[config.mk]
export PLATFORM = sky130hd
export DESIGN_NAME = tape_host_regs
export DESIGN_NICKNAME = d
export VERILOG_FILES = /design/src/rtl/tape_regs_pkg.sv /design/src/rtl/thr_data_buf.sv /design/src/rtl/thr_addr_ptr.sv /design/src/rtl/thr_status.sv /design/src/rtl/tape_host_regs.sv
export SDC_FILE = /design/constraint.sdc
export NUM_CORES = 1
export LEC_CHECK = 0
export ABC_AREA = 1
export BUFFER_PORTS_ARGS = -buffer_cell sky130_fd_sc_hd__buf_2
export CAP_MARGIN = 10
export CORE_ASPECT_RATIO = 1.25
export CORE_MARGIN = 1
export CORE_UTILIZATION = 40
export DETAILED_ROUTE_END_ITERATION = 8
export PLACE_DENSITY_LB_ADDON = 0.3
export RECOVER_POWER = 50
export SLEW_MARGIN = 15
export SYNTH_ARGS = -nofsm -noshare
export SYNTH_HDL_FRONTEND = slang
export SYNTH_SLANG_ARGS = --single-unit
[constraint.sdc]
create_clock -name clk_i -period 1.8 [get_ports clk_i]
set_input_delay 0.27 -clock clk_i [delete_from_list [all_inputs] [get_ports clk_i]]
set_output_delay 0.27 -clock clk_i [all_outputs]
set_load 0.02 [all_outputs]
[src/rtl/tape_regs_pkg.sv]
package tape_regs_pkg;
  typedef enum logic [1:0] {WK_NONE, WK_WORD, WK_HIGH, WK_LOW} wr_kind_e;

  localparam int unsigned ST_SC  = 15;
  localparam int unsigned ST_HPE = 14;
  localparam int unsigned ST_SPE = 13;
  localparam int unsigned ST_RMR = 12;
  localparam int unsigned ST_NXM = 11;
  localparam int unsigned ST_NBA = 10;
  localparam int unsigned ST_SSR = 7;

  localparam logic [15:0] ST_INIT    = 16'h0400;
  localparam logic [15:0] ST_XP_MASK = 16'h84FE; // 15, 10, 7, 6:1
  localparam logic [15:0] ST_PTR_HI  = 16'h0300;
  localparam logic [15:0] ST_UNUSED  = 16'h0001;
endpackage

[src/rtl/thr_data_buf.sv]
module thr_data_buf
  import tape_regs_pkg::*;
#(
  parameter int unsigned PTR_W  = 18,
  parameter int unsigned WORD_W = 16
) (
  input  logic              clk_i,
  input  wr_kind_e          kind_i,
  input  logic [WORD_W-1:0] wdata_i,
  output logic [PTR_W-1:0]  buf_d_o,
  output logic [PTR_W-1:0]  buf_q_o
);
  localparam int unsigned BYTE_W = WORD_W / 2;
  localparam int unsigned EXT_W  = PTR_W - WORD_W;

  logic [PTR_W-1:0] buf_q;

  always_comb begin
    buf_d_o = buf_q;
    unique case (kind_i)
      WK_WORD: begin
        buf_d_o[WORD_W-1:EXT_W]     = wdata_i[WORD_W-1:EXT_W];
        buf_d_o[EXT_W-1:0]          = '0;
        buf_d_o[PTR_W-1:WORD_W]     = wdata_i[EXT_W-1:0];
      end
      WK_HIGH: begin
        buf_d_o[WORD_W-1:BYTE_W]    = wdata_i[WORD_W-1:BYTE_W];
        buf_d_o[BYTE_W-1:0]         = wdata_i[WORD_W-1:BYTE_W];
        buf_d_o[PTR_W-1:WORD_W]     = wdata_i[BYTE_W+EXT_W-1:BYTE_W];
      end
      WK_LOW:  buf_d_o[WORD_W-1:0] = wdata_i;
      default: ;
    endcase
  end

  // no reset: contents survive init by design
  always_ff @(posedge clk_i)
    if (kind_i != WK_NONE) buf_q <= buf_d_o;

  assign buf_q_o = buf_q;
endmodule

[src/rtl/thr_addr_ptr.sv]
module thr_addr_ptr #(
  parameter int unsigned PTR_W = 18
) (
  input  logic             clk_i,
  input  logic             rst_ni,
  input  logic             load_i,
  input  logic [PTR_W-1:0] ld_val_i,
  input  logic             step_i,
  input  logic             down_i,
  input  logic             byte_i,
  output logic [PTR_W-1:0] ptr_o
);
  localparam logic [PTR_W-1:0] ALIGN_MASK = {{(PTR_W-2){1'b1}}, 2'b00};

  logic [PTR_W-1:0] ptr_q, delta;

  assign delta = byte_i ? PTR_W'(1) : PTR_W'(2);

  always_ff @(posedge clk_i) begin
    if (load_i)      ptr_q <= ld_val_i & ALIGN_MASK;
    else if (step_i) ptr_q <= down_i ? ptr_q - delta : ptr_q + delta;
  end

  assign ptr_o = ptr_q;

  AST_LOAD_ALIGNED: assert property (@(posedge clk_i) disable iff (!rst_ni)
    load_i |=> (ptr_q[1:0] == 2'b00));
  AST_WORD_STEP_UP: assert property (@(posedge clk_i) disable iff (!rst_ni)
    (step_i && !load_i && !down_i && !byte_i) |=> (ptr_q == $past(ptr_q) + PTR_W'(2)));
  AST_LOAD_WINS: assert property (@(posedge clk_i) disable iff (!rst_ni)
    (load_i && step_i) |=> (ptr_q == ($past(ld_val_i) & ALIGN_MASK)));
endmodule

[src/rtl/thr_status.sv]
module thr_status
  import tape_regs_pkg::*;
(
  input  logic        clk_i,
  input  logic        rst_ni,
  input  logic        init_i,
  input  logic        buf_wr_i,
  input  logic        xp_we_i,
  input  logic [15:0] xp_sts_i,
  input  logic        err_hpe_i,
  input  logic        err_spe_i,
  input  logic        err_nxm_i,
  input  logic [1:0]  ptr_hi_i,
  output logic        ready_o,
  output logic [15:0] status_o
);
  logic [15:0] st_q, st_n;

  always_comb begin
    st_n = st_q;
    if (xp_we_i)   st_n = (st_q & ~ST_XP_MASK) | (xp_sts_i & ST_XP_MASK);
    if (err_hpe_i) st_n[ST_HPE] = 1'b1;
    if (err_spe_i) st_n[ST_SPE] = 1'b1;
    if (err_nxm_i) st_n[ST_NXM] = 1'b1;
    if (buf_wr_i) begin
      st_n[ST_HPE] = 1'b0;
      st_n[ST_SPE] = 1'b0;
      st_n[ST_RMR] = 1'b0;
      st_n[ST_NXM] = 1'b0;
      st_n[ST_SSR] = 1'b0;
      if (!st_q[ST_SSR]) begin
        st_n[ST_RMR] = 1'b1;
        st_n[ST_SC]  = 1'b1;
      end
    end
    if (init_i) st_n = ST_INIT;
  end

  always_ff @(posedge clk_i or negedge rst_ni)
    if (!rst_ni) st_q <= ST_INIT;
    else         st_q <= st_n;

  assign ready_o  = st_q[ST_SSR];
  assign status_o = (st_q & ~(ST_PTR_HI | ST_UNUSED)) | {6'b0, ptr_hi_i, 8'b0};

  AST_REFUSE_FLAGS: assert property (@(posedge clk_i) disable iff (!rst_ni)
    (buf_wr_i && !ready_o && !init_i) |=> (status_o[ST_RMR] && status_o[ST_SC] && !ready_o));
  AST_WRITE_CLEARS: assert property (@(posedge clk_i) disable iff (!rst_ni)
    (buf_wr_i && !init_i) |=> !(status_o[ST_HPE] || status_o[ST_SPE] || status_o[ST_NXM] || ready_o));
  AST_INIT_STATE: assert property (@(posedge clk_i) disable iff (!rst_ni)
    init_i |=> (status_o[ST_NBA] && !ready_o && !status_o[ST_SC]));
  AST_NXM_SET: assert property (@(posedge clk_i) disable iff (!rst_ni)
    (err_nxm_i && !buf_wr_i && !init_i) |=> status_o[ST_NXM]);
endmodule

[src/rtl/tape_host_regs.sv]
module tape_host_regs
  import tape_regs_pkg::*;
#(
  parameter int unsigned PTR_W  = 18,
  parameter int unsigned WORD_W = 16
) (
  input  logic              clk_i,
  input  logic              rst_ni,
  input  logic              host_wr_i,
  input  logic              host_sel_i,
  input  logic [1:0]        host_be_i,
  input  logic [WORD_W-1:0] host_wdata_i,
  output logic [WORD_W-1:0] host_rdata_o,
  output logic              host_ack_o,
  output logic              cmd_load_o,
  output logic              sub_init_o,
  output logic [PTR_W-1:0]  buf_o,
  output logic [PTR_W-1:0]  ptr_o,
  input  logic              dma_step_i,
  input  logic              dma_down_i,
  input  logic              dma_byte_i,
  input  logic              xp_sts_we_i,
  input  logic [15:0]       xp_sts_i,
  input  logic              err_hpe_i,
  input  logic              err_spe_i,
  input  logic              err_nxm_i
);
  wr_kind_e          kind;
  logic              base_wr, init, buf_wr, ptr_load, ready;
  logic [PTR_W-1:0]  buf_d, ptr;
  logic [15:0]       status;
  logic              ack_q, cmd_q, init_q;

  assign base_wr = host_wr_i && !host_sel_i;
  assign init    = host_wr_i && host_sel_i;

  always_comb begin
    kind = WK_NONE;
    if (base_wr) begin
      unique case (host_be_i)
        2'b11:   kind = WK_WORD;
        2'b10:   kind = WK_HIGH;
        2'b01:   kind = WK_LOW;
        default: kind = WK_NONE;
      endcase
    end
  end

  assign buf_wr   = (kind != WK_NONE);
  assign ptr_load = (kind == WK_WORD) || (kind == WK_HIGH);

  thr_data_buf #(.PTR_W(PTR_W), .WORD_W(WORD_W)) u_buf (
    .clk_i   (clk_i),
    .kind_i  (kind),
    .wdata_i (host_wdata_i),
    .buf_d_o (buf_d),
    .buf_q_o (buf_o)
  );

  thr_addr_ptr #(.PTR_W(PTR_W)) u_ptr (
    .clk_i    (clk_i),
    .rst_ni   (rst_ni),
    .load_i   (ptr_load),
    .ld_val_i (buf_d),
    .step_i   (dma_step_i),
    .down_i   (dma_down_i),
    .byte_i   (dma_byte_i),
    .ptr_o    (ptr)
  );

  thr_status u_sts (
    .clk_i     (clk_i),
    .rst_ni    (rst_ni),
    .init_i    (init),
    .buf_wr_i  (buf_wr),
    .xp_we_i   (xp_sts_we_i),
    .xp_sts_i  (xp_sts_i),
    .err_hpe_i (err_hpe_i),
    .err_spe_i (err_spe_i),
    .err_nxm_i (err_nxm_i),
    .ptr_hi_i  (ptr[PTR_W-1:PTR_W-2]),
    .ready_o   (ready),
    .status_o  (status)
  );

  always_ff @(posedge clk_i or negedge rst_ni)
    if (!rst_ni) begin
      ack_q  <= 1'b0;
      cmd_q  <= 1'b0;
      init_q <= 1'b0;
    end else begin
      ack_q  <= buf_wr || init;
      cmd_q  <= (kind == WK_WORD) && ready && !init;
      init_q <= init;
    end

  assign host_ack_o   = ack_q;
  assign cmd_load_o   = cmd_q;
  assign sub_init_o   = init_q;
  assign ptr_o        = ptr;
  assign host_rdata_o = host_sel_i ? status : ptr[WORD_W-1:0];

  AST_CMD_WITH_ACK: assert property (@(posedge clk_i) disable iff (!rst_ni)
    cmd_load_o |-> host_ack_o);
  AST_NO_CMD_WHEN_BUSY: assert property (@(posedge clk_i) disable iff (!rst_ni)
    (base_wr && !ready) |=> !cmd_load_o);
endmodule

==> results of run 1 <==
==> stage by stage <==
step                      cells  instance area (um2)  TNS (ps)  setup WS [ps]  utilization
after floorplan             441                 3590     -14.1          -5.01            -
after global placement      677                 4530     -8720           -258        0.543
after detailed placement    677                 4530    -11330           -344        0.543
after CTS                   686                 4730      -110          -45.6        0.568
after global routing        696                 5050     -1110           -121        0.606
final                       696                 5050      -102          -67.7        0.606
==> cell type report <==
cell class / count / area [um2]
flip-flops and latches: 52 / 1470
clock inverters: 3 / 42.5
clock buffers: 5 / 68.8
inverters: 50 / 190
multi-input cells: 328 / 2220
repair buffers: 161 / 936
fillers: 761 / 3280
well taps: 97 / 121
==> flip-flops by register name, indices dropped and copies added (netlist names) <==
name / cells
u_buf.buf_q_o: 18
u_ptr.ptr_o: 18
u_sts.st_q: 13
host_ack_o: 1
sub_init_o: 1
cmd_load_o: 1
==> worst reg2reg max path: cells and delay by family (launching register included) <==
| family | cells | cell delay, ps |
|---|---|---|
| DFF | 1 | 490 |
| and+or+nand+nor | 11 | 780 |
| adders and majority gates | 1 | 370 |
==> cells by family (layout without fill, tap and decap cells) <==
logic type | after synthesis | count (layout)
adder cells (fa/ha/maj) | 25 | 25
AND/OR/NAND/NOR | 217 | 217
flip-flops | 52 | 52
multiplexers | 6 | 6
buffers and inverters | 61 | 219
XOR/XNOR | 7 | 7
AO/OA/AOI/OAI | 73 | 73
==> metal layers <==
metal  GRT usage  part of all wire
met3      0.0256             0.051
met2       0.431              0.53
met4      0.0560             0.026
met1       0.272              0.40
met5           0                 0
==> report_power, final <==
group          switching [mW]  internal, mW  leakage, nW
logic                    1.50          1.15         1.77
registers               0.142          1.49        0.551
clock network           0.402         0.412       0.0541
==> worst paths after layout <==
kind / from / end / slack [ps] / depth (start not counted)
max in group asynchronous: rst_ni / u_sts.st_q[7]$_DFFE_PN0P_ / 680 / 2
setup reg to reg: u_ptr.ptr_o[2]$_DFFE_PP_ / u_ptr.ptr_o[17]$_DFFE_PP_ / -70 / 12
min in group asynchronous: rst_ni / u_sts.st_q[3]$_DFFE_PN0P_ / 590 / 2
hold reg to reg: u_sts.st_q[10]$_DFFE_PN1P_ / u_sts.st_q[10]$_DFFE_PN1P_ / 490 / 2
hold / removal: xp_sts_i[3] / u_sts.st_q[3]$_DFFE_PN0P_ / 170 / 3
setup / recovery: u_ptr.ptr_o[2]$_DFFE_PP_ / u_ptr.ptr_o[17]$_DFFE_PP_ / -70 / 12
==> cell usage in the layout (no fill, tap or decap), types with 3 or more instances in the layout <==
master / n
a21oi_2: 10
nand3_1: 13
edfxtp_1: 34
buf_4: 56
buf_2: 62
nor2_2: 8
nand2_4: 9
dfrtp_1: 15
clkbuf_4: 6
ha_1: 8
nor2_1: 38
nand3b_1: 7
clkbuf_1: 34
clkbuf_8: 5
nor2_4: 5
inv_1: 44
nand2_2: 13
ha_4: 15
o21ai_1: 5
a21oi_1: 26
o21ai_0: 17
o31ai_1: 6
nand2_1: 115
mux2_2: 6
xnor2_1: 3
inv_2: 5
==> what timing repair did <==
item | CTS | global route
hold endpoints to repair | 15 | 0
resized for setup | 14 | 72
setup endpoints to repair | 12 | 16
hold buffers | 1 | 0
pin swaps | 5 | 20
buffers inserted | 0 | 10
==> results_dict.tcl, run 1 <==
set metrics [dict create \
    first_global_vias 3474 \
    rsz0062_at_grt "yes" \
    synth_fa_ha_area_frac 0.0923 \
    finalHoldViolations 0 \
    synth-compound-area-share 0.114 \
    grt_max_degree 27 \
    overflow 0 \
    grt_first_pass_wirelength_um 16100 \
    hold_ws_ps 174 \
    grt_use_total 0.228 \
    synthTopCellsByArea "edfxtp_1 (29%), nand2_1 (14%), dfrtp_1 (11%)" \
    min_period_over_period 1.04 \
    synthSimpleGateAreaFrac 0.261 \
    clk_latency_ps 310 \
    synth_area_mm2 0.00347 \
    clock_sinks 52 \
    cts_buffers 5 \
    synth.top_cell.area_share 0.294 \
    ys_ff_latch 52 \
    slew-limit-headroom 0.417 \
    die_x_um 85.3 \
    ant_nets 0 \
    clk_pin_slew_worst_paths_ps 100 \
    antennaDiodeCount 0 \
    synth_top_family_by_area "simple AND/OR/NAND/NOR gates" \
    drt-initial-drc-count 197 \
    wl_um 10800 \
    io_pins 100 \
    synth_fp_nets 511 \
    max_stage_delay_ps 490 \
    post-synth-top-count-cell "nand2_1" \
    cpMostUsedCell "nand2_1" \
    synth-seq-area-share 0.421 \
    ctsRootBufferMaster "clkbuf_8" \
    synth_common_cells "nand2_1 (132), inv_1 (48), nor2_1 (46), a21oi_1 (37), edfxtp_1 (34)" \
    crit_family "simple AND/OR/NAND/NOR gates" \
    crit_slowest_cell "edfxtp_1" \
    async_flop_share 0.308 \
    tightest_slew_ps 874 \
    crit_type "reg -> reg" \
    worstPathMaxFanout 5 \
    drc 0 \
    finalWorstSetupSlack_ps -67.7 \
    hold_class "in -> reg" \
    finalPower_mw 5.10 \
    crit_chain "ha_4 -> nand2_4 -> nand2_1 -> nand2_1 -> nand2_1 -> nand2_2 -> nand3_4 -> nand2_2 -> nand2_1 -> nand2_1 -> nand3_1 -> nand2_1" \
    drive_gt1_frac 0.376 \
    synthMuxAreaShare 0.0195 \
    wl_per_cell_um 15.5 \
    clock_path_buffers 2 \
    portBuffers 92 \
    dpl.hpwl_um 8060 \
    status "finished with violations" \
    rows 37 \
    final_nets 668 \
    synth_ff_type "edfxtp_1" \
    dr.pass1.iters 4 \
    crit_arrival_ps 1940 \
    chipHeight_um 106 \
    slew_violations 0 \
    cap_violations 0 \
    critPathLaunchType "register" \
    core_mm2 0.00833 \
    place.gp.congestion 0.870 \
    synth_edf_count 34 \
    yosys.cell_types.count 34 \
    syn_area_per_cell_um2 7.87 \
    cts_tree "built" \
    vias 3605 \
    yosysTopAreaCell "edfxtp_1" \
    fmax_mhz 535 \
    setup_viol 5 \
    crit_buf_inv 0 \
    synth-xor-area-share 0.0177 \
    antenna_found_initial 0 \
    vias_per_cell 5.18 \
    crit_path_end_kind "register" \
    failed_checks "setup timing" \
    yosys_warnings 0 \
    fin_worst_skew_ps 9.52 \
    area_growth_pct 45.5 \
    p_leak_nw 2.38 \
    vdd_ir_drop_max_mv 0.427 \
    worstPathRequired_ps 1870 \
    p_per_area_mw_per_mm2 1010 \
    min_period_ps 1870 \
    initial_utilization 0.417 \
    synthCells 441 \
    htree_levels 2 \
    die-area_mm2 0.00906 \
]
No activity file was read; power rests on OpenSTA's default activity.
==> inputs of run 2 (changes only) <==
==> constraint.sdc (replaced) <==
create_clock -name clk_i -period 1.8 [get_ports clk_i]
set_input_delay 0 -clock clk_i [delete_from_list [all_inputs] [get_ports clk_i]]
set_output_delay 0 -clock clk_i [all_outputs]
set_load 0.02 [all_outputs]
==> results_dict.tcl, run 2 (synthesis results as in run 1) <==
set metrics [dict create \
    grt_use_total 0.228 \
    die-area_mm2 0.00906 \
    finalWorstSetupSlack_ps -57.1 \
    slew-limit-headroom 0.213 \
    dr.pass1.iters 5 \
    crit_cells 10 \
    slew_violations 0 \
    antennaDiodeCount 0 \
    critPathLaunchType "register" \
    crit_chain "ha_4 -> nand2_1 -> inv_1 -> nand2_1 -> nor3_1 -> nand2_1 -> nand2_1 -> nand2_1 -> nand3_1 -> nand2_1" \
    overflow 0 \
    fmax_mhz 538 \
    vias_per_cell 5.04 \
    r2r_slack_ps -60 \
    first_global_vias 3331 \
    min_period_over_period 1.03 \
    p_leak_nw 2.42 \
    crit_start "u_ptr.ptr_o[11]$_DFFE_PP_" \
    reg2reg_to "u_ptr.ptr_o[17]$_DFFE_PP_" \
    layout_commonest_cell "nand2_1" \
    antenna_found_initial 0 \
    ctsRootBufferMaster "clkbuf_8" \
    vias 3527 \
    chipHeight_um 106 \
    crit_buf_inv 1 \
    drc 0 \
    io_pins 100 \
    place.gp.congestion 0.851 \
    dpl.hpwl_um 7680 \
    fin_area_mm2 0.00497 \
    rsz0062_at_grt "yes" \
    core_mm2 0.00833 \
    die_x_um 85.3 \
    clk_latency_ps 330 \
    worstPathMaxFanout 4 \
    fin_worst_skew_ps 9.89 \
    failed_checks "setup timing" \
    hold_ws_ps 39.3 \
    vdd_ir_drop_max_mv 0.394 \
    crit_slowest_cell "edfxtp_1" \
    p_per_area_mw_per_mm2 973 \
    r2r_cells 10 \
    crit_path_end_kind "register" \
    clk_pin_slew_worst_paths_ps 100 \
    clock_path_buffers 2 \
    grt_first_pass_wirelength_um 15900 \
    wl_per_cell_um 14.7 \
    wl_um 10300 \
    status "finished with violations" \
    grt_max_degree 27 \
    htree_levels 2 \
    cts_buffers 5 \
    crit_path_end "u_ptr.ptr_o[17]$_DFFE_PP_" \
    place_area_mm2 0.00445 \
    tightest_slew_ps 1180 \
    area_growth_pct 43.2 \
    crit_family "simple AND/OR/NAND/NOR gates" \
    portBuffers 92 \
    crit_type "reg -> reg" \
    rows 37 \
    final_nets 672 \
    cts_tree "built" \
    worstPathRequired_ps 1890 \
    finalHoldViolations 0 \
    cpMostUsedCell "nand2_1" \
    hold_class "in -> reg" \
    drive_gt1_frac 0.355 \
    ant_nets 0 \
    layout_common_cells "nand2_1 (124), buf_2 (90), buf_4 (55), inv_1 (47), nor2_1 (43)" \
    max_stage_delay_ps 470 \
    drt-initial-drc-count 197 \
    min_period_ps 1860 \
    initial_utilization 0.417 \
    timing.rr.start "u_ptr.ptr_o[11]$_DFFE_PP_" \
    setup_viol 1 \
    clock_sinks 52 \
    crit_arrival_ps 1950 \
    cap_violations 0 \
]
## run 2: changes by cell type in the layout (fill, tap and decap cells not counted), sizes merged
cell and delta:
buf +27, clkbuf -37, dlygate4sd3 +14
## run 2: power by group
part	leakage (nW)	internal [mW]	switching, mW
combinational	1.82	1.07	1.32
sequential	0.551	1.49	0.131
clock	0.0541	0.412	0.420
total	2.42	2.97	1.87
## run 2: worst register-to-register path, stage by stage, from the launching register on
cell	delay, ps
edfxtp_1	470
ha_4	320
nand2_1	70
inv_1	70
nand2_1	110
nor3_1	210
nand2_1	130
nand2_1	80
nand2_1	50
nand3_1	70
nand2_1	50
## run 2: worst min-delay path by stage
stage                    startpoint                          to  cells past startpoint
floorplan                    rst_ni        cmd_load_o$_DFF_PN0_                      0
global placement             rst_ni   u_sts.st_q[3]$_DFFE_PN0P_                      1
detailed placement           rst_ni   u_sts.st_q[3]$_DFFE_PN0P_                      1
CTS                       host_wr_i        sub_init_o$_DFF_PN0_                      3
global route        host_wdata_i[1]  u_buf.buf_q_o[1]$_DFFE_PP_                      3
finish              host_wdata_i[1]  u_buf.buf_q_o[1]$_DFFE_PP_                      3
## run 2: per-layer routing
layer / GRT usage / routed length (um) / vias up
met5: 0 / 0 / -
met4: 0.0762 / 153 / 0
met3: 0.0342 / 475 / 12
met2: 0.425 / 5390 / 113
met1: 0.265 / 4250 / 1633
li1: - / - / 1769
## run 2: layout make-up
cell class | count | area (um2)
clock inverters | 3 | 42.5
inverters | 50 | 190
repair buffers | 165 | 1060
multi-input cells | 328 | 2010
flip-flops and latches | 52 | 1470
fillers | 766 | 3360
clock buffers | 5 | 68.8
well taps | 97 | 121
## run 2: timing repair
action                                  in CTS  in global routing
endpoints found under the setup margin       7                 15
cloned                                       0                  0
buffers inserted                             1                  8
pin swaps                                    6                 15
resized for setup                           11                 24
endpoints found under the hold margin       29                  0
hold buffers                                15                  0
## run 2: through the flow
step           cells  power, mW  TNS (ps)   util  setup slack [ps]
6_report         700       4.83     -57.1  0.596             -57.1
5_1_grt          700       5.13      -708  0.596              -135
4_1_cts          692       4.66     -5.21  0.576             -2.73
3_5_place_dp     668       3.70     -2050  0.534              -158
3_3_place_gp     668       3.68      -426  0.534             -73.1
2_1_floorplan    441       2.92         0      -              1.29
